`config.mk`:
```
export PLATFORM = sky130hd
export DESIGN_NAME = ext_wait_gen
export DESIGN_NICKNAME = d
export VERILOG_FILES = /design/src/rtl/wsg_pkg.sv /design/src/rtl/wsg_ctrl_reg.sv /design/src/rtl/wsg_field_sel.sv /design/src/rtl/wsg_cycle_fsm.sv /design/src/rtl/ext_wait_gen.sv
export SDC_FILE = /design/constraint.sdc
export NUM_CORES = 1
export LEC_CHECK = 0
export CAP_MARGIN = 20
export CORE_MARGIN = 2
export CORE_UTILIZATION = 35
export CTS_BUF_LIST = sky130_fd_sc_hd__clkbuf_2 sky130_fd_sc_hd__clkbuf_4 sky130_fd_sc_hd__clkbuf_8
export DETAILED_ROUTE_END_ITERATION = 10
export DONT_BUFFER_PORTS = 1
export PLACE_DENSITY = 0.63
export SYNTH_ARGS = -nofsm -noshare
export SYNTH_HDL_FRONTEND = slang
export SYNTH_SLANG_ARGS = --single-unit
```
`constraint.sdc`:
```
create_clock -name clk -period 1.7 [get_ports clk]
set_clock_uncertainty 0.1 [all_clocks]
set_input_delay 0.255 -clock clk [delete_from_list [all_inputs] [get_ports clk]]
set_output_delay 0.255 -clock clk [all_outputs]
set_load 0.02 [all_outputs]
```
`src/rtl/wsg_pkg.sv`:
```
package wsg_pkg;
   localparam int SPACE_W = 2;
   typedef enum logic [SPACE_W-1:0] {
      SP_PROG = 2'b00,
      SP_DATA = 2'b01,
      SP_IO   = 2'b10,
      SP_NONE = 2'b11
   } space_e;
endpackage

```
`src/rtl/wsg_ctrl_reg.sv`:
```
module wsg_ctrl_reg #(
   parameter int          DATA_W   = 16,
   parameter int          ADDR_W   = 16,
   parameter logic [15:0] REG_ADDR = 16'hFFFF,
   parameter int          FIELD_W  = 3,
   parameter int          N_SPACE  = 3,
   parameter int          VIS_W    = 2,
   parameter bit          RDATA_REG = 1'b0
) (
   input  logic              clk,
   input  logic              rst_n,
   input  logic              wr,
   input  logic              rd,
   input  logic [ADDR_W-1:0] addr,
   input  logic [DATA_W-1:0] wdata,
   output logic [DATA_W-1:0] rdata,
   output logic [DATA_W-1:0] image
);
   localparam int WAIT_BITS = FIELD_W * N_SPACE;
   localparam int USED_BITS = WAIT_BITS + VIS_W;
   localparam logic [DATA_W-1:0] WMASK = DATA_W'((64'd1 << USED_BITS) - 64'd1);
   localparam logic [DATA_W-1:0] RST_VAL = WMASK;

   initial begin
      if (USED_BITS > DATA_W) $error("wsg_ctrl_reg: fields do not fit in register");
      if (ADDR_W > 16) $error("wsg_ctrl_reg: address wider than decode constant");
   end

   logic hit;
   logic [DATA_W-1:0] reg_q;

   assign hit = (addr == REG_ADDR[ADDR_W-1:0]);

   always_ff @(posedge clk) begin
      if (!rst_n)         reg_q <= RST_VAL;
      else if (wr && hit) reg_q <= wdata & WMASK;
   end

   assign image = reg_q;

   generate
      if (RDATA_REG) begin : g_rd_flop
         logic [DATA_W-1:0] rd_q;
         always_ff @(posedge clk) begin
            if (!rst_n) rd_q <= '0;
            else        rd_q <= (rd && hit) ? reg_q : '0;
         end
         assign rdata = rd_q;
      end else begin : g_rd_comb
         assign rdata = (rd && hit) ? reg_q : '0;
      end
   endgenerate
endmodule

```
`src/rtl/wsg_field_sel.sv`:
```
module wsg_field_sel #(
   parameter int DATA_W  = 16,
   parameter int FIELD_W = 3,
   parameter int N_SPACE = 3,
   parameter int SPACE_W = 2
) (
   input  logic [DATA_W-1:0]  image,
   input  logic [SPACE_W-1:0] space,
   output logic [FIELD_W-1:0] waits
);
   initial begin
      if (N_SPACE > (1 << SPACE_W)) $error("wsg_field_sel: too many spaces for select width");
   end

   logic [FIELD_W-1:0] field [N_SPACE];

   for (genvar g = 0; g < N_SPACE; g++) begin : g_field
      assign field[g] = image[g*FIELD_W +: FIELD_W];
   end

   always_comb begin
      waits = '0;
      for (int s = 0; s < N_SPACE; s++) begin
         if (space == SPACE_W'(s)) waits = field[s];
      end
   end
endmodule

```
`src/rtl/wsg_cycle_fsm.sv`:
```
module wsg_cycle_fsm #(
   parameter int FIELD_W = 3
) (
   input  logic               clk,
   input  logic               rst_n,
   input  logic               start,
   input  logic [FIELD_W-1:0] load,
   input  logic               ready,
   output logic               stall,
   output logic               done,
   output logic               busy
);
   logic               busy_q;
   logic [FIELD_W-1:0] cnt_q;
   logic [FIELD_W-1:0] cur;
   logic               active;

   assign active = busy_q | start;
   assign cur    = busy_q ? cnt_q : load;
   assign done   = active && (cur == '0) && ready;
   assign stall  = active && !done;
   assign busy   = busy_q;

   always_ff @(posedge clk) begin
      if (!rst_n) begin
         busy_q <= 1'b0;
         cnt_q  <= '0;
      end else if (done) begin
         busy_q <= 1'b0;
         cnt_q  <= '0;
      end else if (active) begin
         busy_q <= 1'b1;
         cnt_q  <= (cur == '0) ? '0 : cur - 1'b1;
      end
   end
endmodule

```
`src/rtl/ext_wait_gen.sv`:
```
module ext_wait_gen #(
   parameter int          DATA_W    = 16,
   parameter int          ADDR_W    = 16,
   parameter logic [15:0] REG_ADDR  = 16'hFFFF,
   parameter int          FIELD_W   = 3,
   parameter int          N_SPACE   = 3,
   parameter int          VIS_W     = 2,
   parameter bit          RDATA_REG = 1'b0
) (
   input  logic                        clk,
   input  logic                        rst_n,
   input  logic                        cfg_wr,
   input  logic                        cfg_rd,
   input  logic [ADDR_W-1:0]           cfg_addr,
   input  logic [DATA_W-1:0]           cfg_wdata,
   output logic [DATA_W-1:0]           cfg_rdata,
   input  logic                        acc_start,
   input  logic [wsg_pkg::SPACE_W-1:0] acc_space,
   input  logic                        ext_ready,
   output logic                        acc_stall,
   output logic                        acc_done,
   output logic [VIS_W-1:0]            bus_vis
);
   localparam int VIS_LSB = FIELD_W * N_SPACE;

   logic [DATA_W-1:0]  image;
   logic [FIELD_W-1:0] wait_sel;
   logic               fsm_busy;

   wsg_ctrl_reg #(
      .DATA_W(DATA_W), .ADDR_W(ADDR_W), .REG_ADDR(REG_ADDR),
      .FIELD_W(FIELD_W), .N_SPACE(N_SPACE), .VIS_W(VIS_W), .RDATA_REG(RDATA_REG)
   ) u_reg (
      .clk(clk), .rst_n(rst_n), .wr(cfg_wr), .rd(cfg_rd), .addr(cfg_addr),
      .wdata(cfg_wdata), .rdata(cfg_rdata), .image(image)
   );

   wsg_field_sel #(
      .DATA_W(DATA_W), .FIELD_W(FIELD_W), .N_SPACE(N_SPACE), .SPACE_W(wsg_pkg::SPACE_W)
   ) u_sel (
      .image(image), .space(acc_space), .waits(wait_sel)
   );

   wsg_cycle_fsm #(.FIELD_W(FIELD_W)) u_fsm (
      .clk(clk), .rst_n(rst_n), .start(acc_start), .load(wait_sel),
      .ready(ext_ready), .stall(acc_stall), .done(acc_done), .busy(fsm_busy)
   );

   assign bus_vis = image[VIS_LSB +: VIS_W];
endmodule

```
# Word level (Yosys, flattened, before mapping)

Cells that the tools add are included.

Flip-flop bits (word level): 15
Input port bits: 40
Output and inout bits: 20
Word-level logic and storage cells: 24

Add/subtract/negate cells: 1
Eq/ne operators: 3
Muxes and demuxes: 6
Bitwise gates (word level): 2
Reductions and logical operators: 9

Operators by type and width:

| operator             | count |
|---|---|
| $eq 16x16->1 const B | 1 |
| $mux 3               | 5 |
| $mux 11              | 1 |
| $logic_and 1x1->1    | 5 |
| $logic_not 3->1      | 1 |
| $sub 3x1->3 const B  | 1 |
| $eq 2x1->1 const B   | 1 |
| $eq 2x2->1 const B   | 1 |
| $logic_not 2->1      | 1 |
| $reduce_or 2->1      | 1 |
| $logic_not 1->1      | 1 |
| $not 1->1            | 1 |
| $or 1x1->1           | 1 |

# Longest topological paths before layout

Gate-level depths: netlist of run 1.

Depth after elaboration: 10
Mapped depth: 5
Mapped depth without buffers: 4

# By module

A second synthesis of run 1 with hierarchy kept.

Cell total of the unflattened synthesis: 122
Area, all modules: 972.2 µm²

By module, submodules not included:

| module        | times used | cells each | area each (µm²) | sequential area each (µm²) |
|---|---|---|---|---|
| wsg_ctrl_reg  | 1          | 79         | 628.1           | 220.2 |
| wsg_cycle_fsm | 1          | 36         | 281.5           | 80.1 |
| wsg_field_sel | 1          | 7          | 62.6            | 0.0 |

# Worst setup path after synthesis of run 1

No wires, ideal clock.

Kind: register -> output
From: register u_reg.reg_q[0] (netlist: u_reg.image[0])
To: output acc_done
Arrival time: 1.416 ns
Data required time: 1.345 ns
Slack: -0.071 ns
Stages on the path, launching flop included: 5
Buffers on the path: 0
Cell sequence: dfxtp_1 mux2_4 a221o_1 nor2_1 and4b_1

Longest elaborated chain between the ends: 7

RTL lines:

| item                           | RTL line            | text |
|---|---|---|
| start, declared                | wsg_ctrl_reg.sv:30  | `logic [DATA_W-1:0] reg_q;` |
| start signal, assigned         | wsg_ctrl_reg.sv:36  | `else if (wr && hit) reg_q <= wdata & WMASK;` |
| $mux 3 (3 in a row)            | wsg_field_sel.sv:24 | `if (space == SPACE_W'(s)) waits = field[s];` |
| $mux 3                         | wsg_cycle_fsm.sv:19 | `assign cur = busy_q ? cnt_q : load;` |
| $logic_not 3->1                | wsg_cycle_fsm.sv:20 | `assign done = active && (cur == '0) && ready;` |
| $logic_and 1x1->1 (2 in a row) | wsg_cycle_fsm.sv:20 |  |
| end, declared                  | ext_wait_gen.sv:21  | `output logic acc_done,` |

No other way between the ends.

# Final worst setup path of run 1

From: register u_reg.reg_q[1] (netlist: u_reg.image[1])
To: output acc_done

The elaborated chain is that of the path after synthesis.

==> results of run 1 <==
-- final cells by class --
class	count	area (µm²)	area share (%)
multi-input cells	70	500	47.4
flip-flops and latches	15	305	28.9
inverters	11	41.3	3.91
clock inverters	1	7.51	0.712
clock buffers	3	22.5	2.14
repair buffers	18	140	13.3
well taps	30	37.5	3.56
-- metal layers --
layer | track usage (%) | routed length, µm | part of all wire, %
met2 | 30.1 | 1180 | 50
met5 | 0 | 0 | 0
met3 | 6.67 | 173 | 7.4
met4 | 2.56 | 0 | 0
met1 | 21.1 | 998 | 42
-- stage by stage --
stage,worst slack (ps),cell area [µm²]
after floorplan,-30.7,896
after global placement,-26.8,963
after detailed placement,-59.4,963
after CTS,-375,1030
after global routing,-418,1050
final,-340,1050
-- power breakdown --
| group | switching, mW | internal, mW | total [mW] |
|---|---|---|---|
| Sequential | 0.00804 | 0.361 | 0.369 |
| Combinational | 0.0598 | 0.0571 | 0.117 |
| Clock | 0.130 | 0.0896 | 0.220 |
-- cells in the mapped netlist, types with 2 or more instances --
cell	number	area share [%]
a221o_1	2	2.3
a31oi_1	2	1.4
and3_1	11	7.9
buf_2	2	1.1
buf_4	7	6.0
clkbuf_1	5	2.2
dfxtp_1	15	34
inv_1	11	4.7
nand3_1	13	7.5
nand4_1	4	2.9
nor2_1	4	1.7
nor4bb_1	2	2.3
o211ai_1	11	9.5
o31ai_1	3	2.6
-- cell usage in the layout, fill, tap and decap left out, drive strengths merged, types with 2 or more instances in the layout --
cell	n
dlygate4sd3	2
a221o	2
conb	5
nand4	4
a21oi	2
mux2	3
inv	11
nor2	4
o211ai	11
nor4bb	2
nand3	13
clkbuf	3
a31oi	2
and3	11
o31ai	3
buf	16
dfxtp	15
-- worst max-delay path by stage --
stage / startpoint / endpoint / slack [ps] / cells after the start
6_report: u_reg.image[1] / acc_done / -340 / 4
5_1_grt: u_reg.image[1] / acc_done / -420 / 4
4_1_cts: u_reg.image[1] / acc_done / -380 / 4
3_5_place_dp: u_reg.image[7] / acc_done / -60 / 4
3_3_place_gp: u_reg.image[7] / acc_done / -30 / 4
2_1_floorplan: u_fsm.busy / acc_stall / -30 / 5
-- flip-flops by register name (all words and copies together) (netlist names) --
register	count
u_fsm.busy	1
u_fsm.cnt_q	3
u_reg.image	11
-- repair_timing --
action                                  in CTS  in global routing
buffers inserted                             2                  0
hold buffers                                 2                  0
hold endpoints to repair                    13                  0
endpoints found under the setup margin       3                  4
pin swaps                                    5                  3
gates resized for setup                      4                  4
-- kinds of logic after synthesis --
logic type,share of synthesized area (%)
flip-flops,34.5
other,0.431
multiplexers,4.31
buffers and inverters,14.1
AND/OR/NAND/NOR,27.7
AO/OA/AOI/OAI,19.0
==> run_results.csv, run 1 <==
group,metric,value,unit
run_status,status,"complete, but fails checks",
run_status,violations,"negative setup slack",
cts,htreeDepth,1,
sta,rsz0062_at_grt,"yes",
min_path,worstHoldPathCells,2,
sta,finalCriticalPeriod,2040,ps
logic_synthesis,synth.distinct_cells,28,
global_route,track_usage,17.5,%
die,chipHeight,53.9,µm
cts,cts.path.max_buffers,2,
placement,io_buffer_count,0,
detailed_routing,vias_per_cell,5.53,
detailed_routing,vias,819,
logic_synthesis,syn_avg_cell_area,8.22,µm²
logic_synthesis,yosysWarnings,0,
setup_path,reg2reg_from,"u_reg.image[0]",
cts,cts.clk_slew.worst_paths,100,ps
setup_path,cp_cell_sequence,"mux2_4 -> a221o_1 -> nor2_2 -> and4b_2",
logic_synthesis,ys.flop_type,"dfxtp_1",
sta,hold_viol,0,
sta,fin_crit_sh,120,%
job,maxCapViolations,0,
die,start_util,36.1,%
sta,worst_hold_slack,15.8,ps
layout,nFillCells,251,
layout,drive_gt1_share,28.8,%
global_route,grt_pass1_wl,3630,µm
logic_synthesis,synth-edff-count,0,
detailed_routing,first_iter_violations,22,
cts,cts_sinks,15,
placement,gp_congestion,0.729,
sta,setup_slack,-340,ps
sta,finalSetupViolCount,3,
power,peakVddDrop,0.414,mV
logic_synthesis,ys_seq_elements,15,
detailed_routing,final_antenna_net_count,0,
global_route,grt_pass1_vias,803,
global_route,grt_max_degree,24,
power,power_density,670,mW/mm²
layout,n_antenna_cell,0,
min_path,hp-class,"primary input to register",
setup_path,worstSetupStartpointType,"register",
sta,fmax,0.490,GHz
layout,stdcell_count,148,
detailed_routing,firstDrtPassIters,4,
cts,cts_tree,"built",
detailed_routing,wl_per_cell,15.9,µm
detailed_routing,totalWireLength,2350,µm
die,die-area,0.00290,mm²
logic_synthesis,yosysSeqAreaShare,34.5,%
setup_path,cp.required,1340,ps
cts,numCtsBuffers,3,
min_path,hold_end,"u_fsm.cnt_q[2]",
detailed_routing,drc,0,
setup_path,r2r_cells,5,
die,die_w,53.9,µm
logic_synthesis,postSynthCellCount,106,
setup_path,cp.arrival,1680,ps
placement,hpwl,1660,µm
layout,post-route-util,43.8,%
layout,final_nets,159,
setup_path,critPathKind,"register to output pin",
setup_path,critPathMaxFanout,3,
setup_path,max_stage_delay,340,ps
sta,final_max_slew_viol_count,0,
setup_path,end_kind,"output pin",
cts,cts-root-buf,"clkbuf_4",
min_path,hp-start,"rst_n",
setup_path,r2r-end,"u_fsm.cnt_q[1]",
placement,dp_cells,140,
layout,area_growth,21.1,%
global_route,gr-total-overflow,0,
power,power,0.706,mW
setup_path,cp_slowest_cell,"dfxtp_2",
die,coreArea,0.00241,mm²
die,num_rows,18,
logic_synthesis,netlist_area,871,µm²
cts,clk_latency,290,ps
setup_path,cp_top_family,"simple AND/OR/NAND/NOR gates",
global_route,antenna_found_initial,0,
setup_path,critPathBufInv,0,
setup_path,r2r_setup_slack,-10,ps
die,io-pin-count,60,
logic_synthesis,synth_async_sr_flop_share,0,%
sta,setup-tns-final,-649,ps
power,static-leakage-power,0.502,nW
No activity file was read; power rests on OpenSTA's default activity.
==> run 2: changes to the inputs <==
--- a/config.mk
+++ b/config.mk
@@ -11,7 +11,7 @@
 export CTS_BUF_LIST = sky130_fd_sc_hd__clkbuf_2 sky130_fd_sc_hd__clkbuf_4 sky130_fd_sc_hd__clkbuf_8
 export DETAILED_ROUTE_END_ITERATION = 10
 export DONT_BUFFER_PORTS = 1
-export PLACE_DENSITY = 0.63
+export PLACE_DENSITY = 0.61
 export SYNTH_ARGS = -nofsm -noshare
 export SYNTH_HDL_FRONTEND = slang
 export SYNTH_SLANG_ARGS = --single-unit
==> constraint.sdc (replaced) <==
create_clock -name clk -period 2.6 [get_ports clk]
set_clock_uncertainty 0.1 [all_clocks]
set_input_delay 0.39 -clock clk [delete_from_list [all_inputs] [get_ports clk]]
set_output_delay 0.39 -clock clk [all_outputs]
set_load 0.02 [all_outputs]
==> run 2 against run 1 <==
Setup slack gained 470 ps. Flip-flop and latch count unchanged. Routed wire length fell by 7.4%. Sequential share of layout area rose by 4.8 points. Hold slack better by 71 ps. Register-to-register slack improved by 840 ps. Via count down 6.8%. Largest power group unchanged. Critical endpoint unchanged. The run now ends clean. Total power is 40% lower. Die area is the same. Clock power shrank 37%. Clock-buffer cell count stayed put. Global-route usage down 1.6 points.
==> run_results.csv, run 2 (same netlist as run 1, synthesis figures left out) <==
group,metric,value,unit
global_route,antenna_found_initial,0,
global_route,grt_max_degree,24,
detailed_routing,vias_per_cell,5.78,
power,power,0.426,mW
placement,io_buffer_count,0,
placement,hpwl,1550,µm
global_route,grt_pass1_wl,3320,µm
power,peakVddDrop,0.314,mV
cts,cts_sinks,15,
sta,finalCriticalPeriod,2470,ps
layout,final_nets,143,
cts,cts-root-buf,"clkbuf_4",
sta,finalSetupViolCount,0,
detailed_routing,wl_per_cell,16.5,µm
die,io-pin-count,60,
setup_path,cp.required,2110,ps
power,static-leakage-power,0.422,nW
sta,worst_hold_slack,86.3,ps
setup_path,cp.arrival,1980,ps
layout,nFillCells,254,
die,die-area,0.00290,mm²
job,maxCapViolations,0,
sta,fin_crit_sh,95.1,%
cts,cts.clk_slew.worst_paths,100,ps
global_route,grt_pass1_vias,719,
layout,final_common_cell,"dfxtp_1",
sta,max_slew_margin,66.4,%
detailed_routing,vias,763,
setup_path,critPathKind,"register to output pin",
cts,cts_resized,0,
min_path,hp-class,"primary input to register",
global_route,track_usage,15.9,%
cts,clk_latency,290,ps
die,chipHeight,53.9,µm
detailed_routing,drc,0,
run_status,status,"completed",
die,num_rows,18,
cts,htreeDepth,1,
cts,postCtsSetupBuffers,0,
sta,tightest_slew,502,ps
setup_path,worstSetupStartpointType,"register",
layout,area_growth,2.30,%
die,die_w,53.9,µm
detailed_routing,first_iter_violations,20,
sta,hold_viol,0,
sta,fmax,0.404,GHz
min_path,hp-start,"rst_n",
detailed_routing,totalWireLength,2180,µm
layout,n_antenna_cell,0,
placement,gp_congestion,0.659,
layout,drive_gt1_share,10.8,%
detailed_routing,firstDrtPassIters,4,
setup_path,critPathMaxFanout,11,
setup_path,setup.worst_path.start,"u_fsm.busy",
cts,hold_buffers,0,
sta,rsz0062_at_grt,"no",
die,start_util,36.1,%
setup_path,end_kind,"output pin",
sta,final_max_slew_viol_count,0,
setup_path,reg2reg_from,"u_fsm.busy",
power,power_density,478,mW/mm²
cts,cts.path.max_buffers,2,
cts,cts_tree,"built",
global_route,gr-total-overflow,0,
detailed_routing,final_antenna_net_count,0,
layout,largest_register_ffs,11,
die,coreArea,0.00241,mm²
cts,numCtsBuffers,3,
sta,setup-tns-final,0,ps
layout,layout_common_cells,"dfxtp_1 (15), nand3_1 (13), and3_1 (11), inv_1 (11), o211ai_1 (11)",
-- run 2: final cells by class --
class	instances	area (µm²)	share of cell area (%)
Clock buffer	3	22.5	2.53
Clock inverter	1	5.00	0.562
Inverter	11	41.3	4.63
Multi-Input combinational cell	70	469	52.7
Sequential cell	15	300	33.7
Tap cell	30	37.5	4.21
Timing Repair Buffer	2	15.0	1.69
-- run 2: report_power, final --
part	internal, mW	total, mW	switching [mW]
Clock	0.0572	0.138	0.0804
Sequential	0.236	0.242	0.00664
Combinational	0.0187	0.0461	0.0274
-- run 2: metrics by stage --
stage	instances	util (%)	worst slack (ps)	area, µm²
after CTS	132	37.0	122	891
final	132	37.0	126	891
after global routing	132	37.0	45.1	891
after detailed placement	128	35.8	458	863
after floorplan	110	-	574	886
after global placement	128	35.8	489	863
-- run 2: worst paths after layout --
| kind | endpoint | slack, ps | cells after the start |
|---|---|---|---|
| setup / recovery | acc_done | 130 | 4 |
| hold / removal | u_reg.image[9] | 90 | 1 |
| setup reg to reg | u_fsm.cnt_q[1] | 830 | 4 |
| hold reg to reg | u_fsm.cnt_q[0] | 380 | 2 |
-- run 2: routing by layer --
layer / vias to the layer above / global-route usage, % / share of wire, %
met5: - / 0 / 0
met4: 0 / 4.70 / 0
met1: 362 / 19.4 / 45
met3: 0 / 7.22 / 8.5
li1: 369 / - / -
met2: 32 / 25.0 / 46
-- run 2: worst max-delay path, stage by stage (launching register included) --
cell and delay [ps]:
dfxtp_1 530, and4bb_2 270, a221o_1 300, nor2_1 230
and4b_1 360
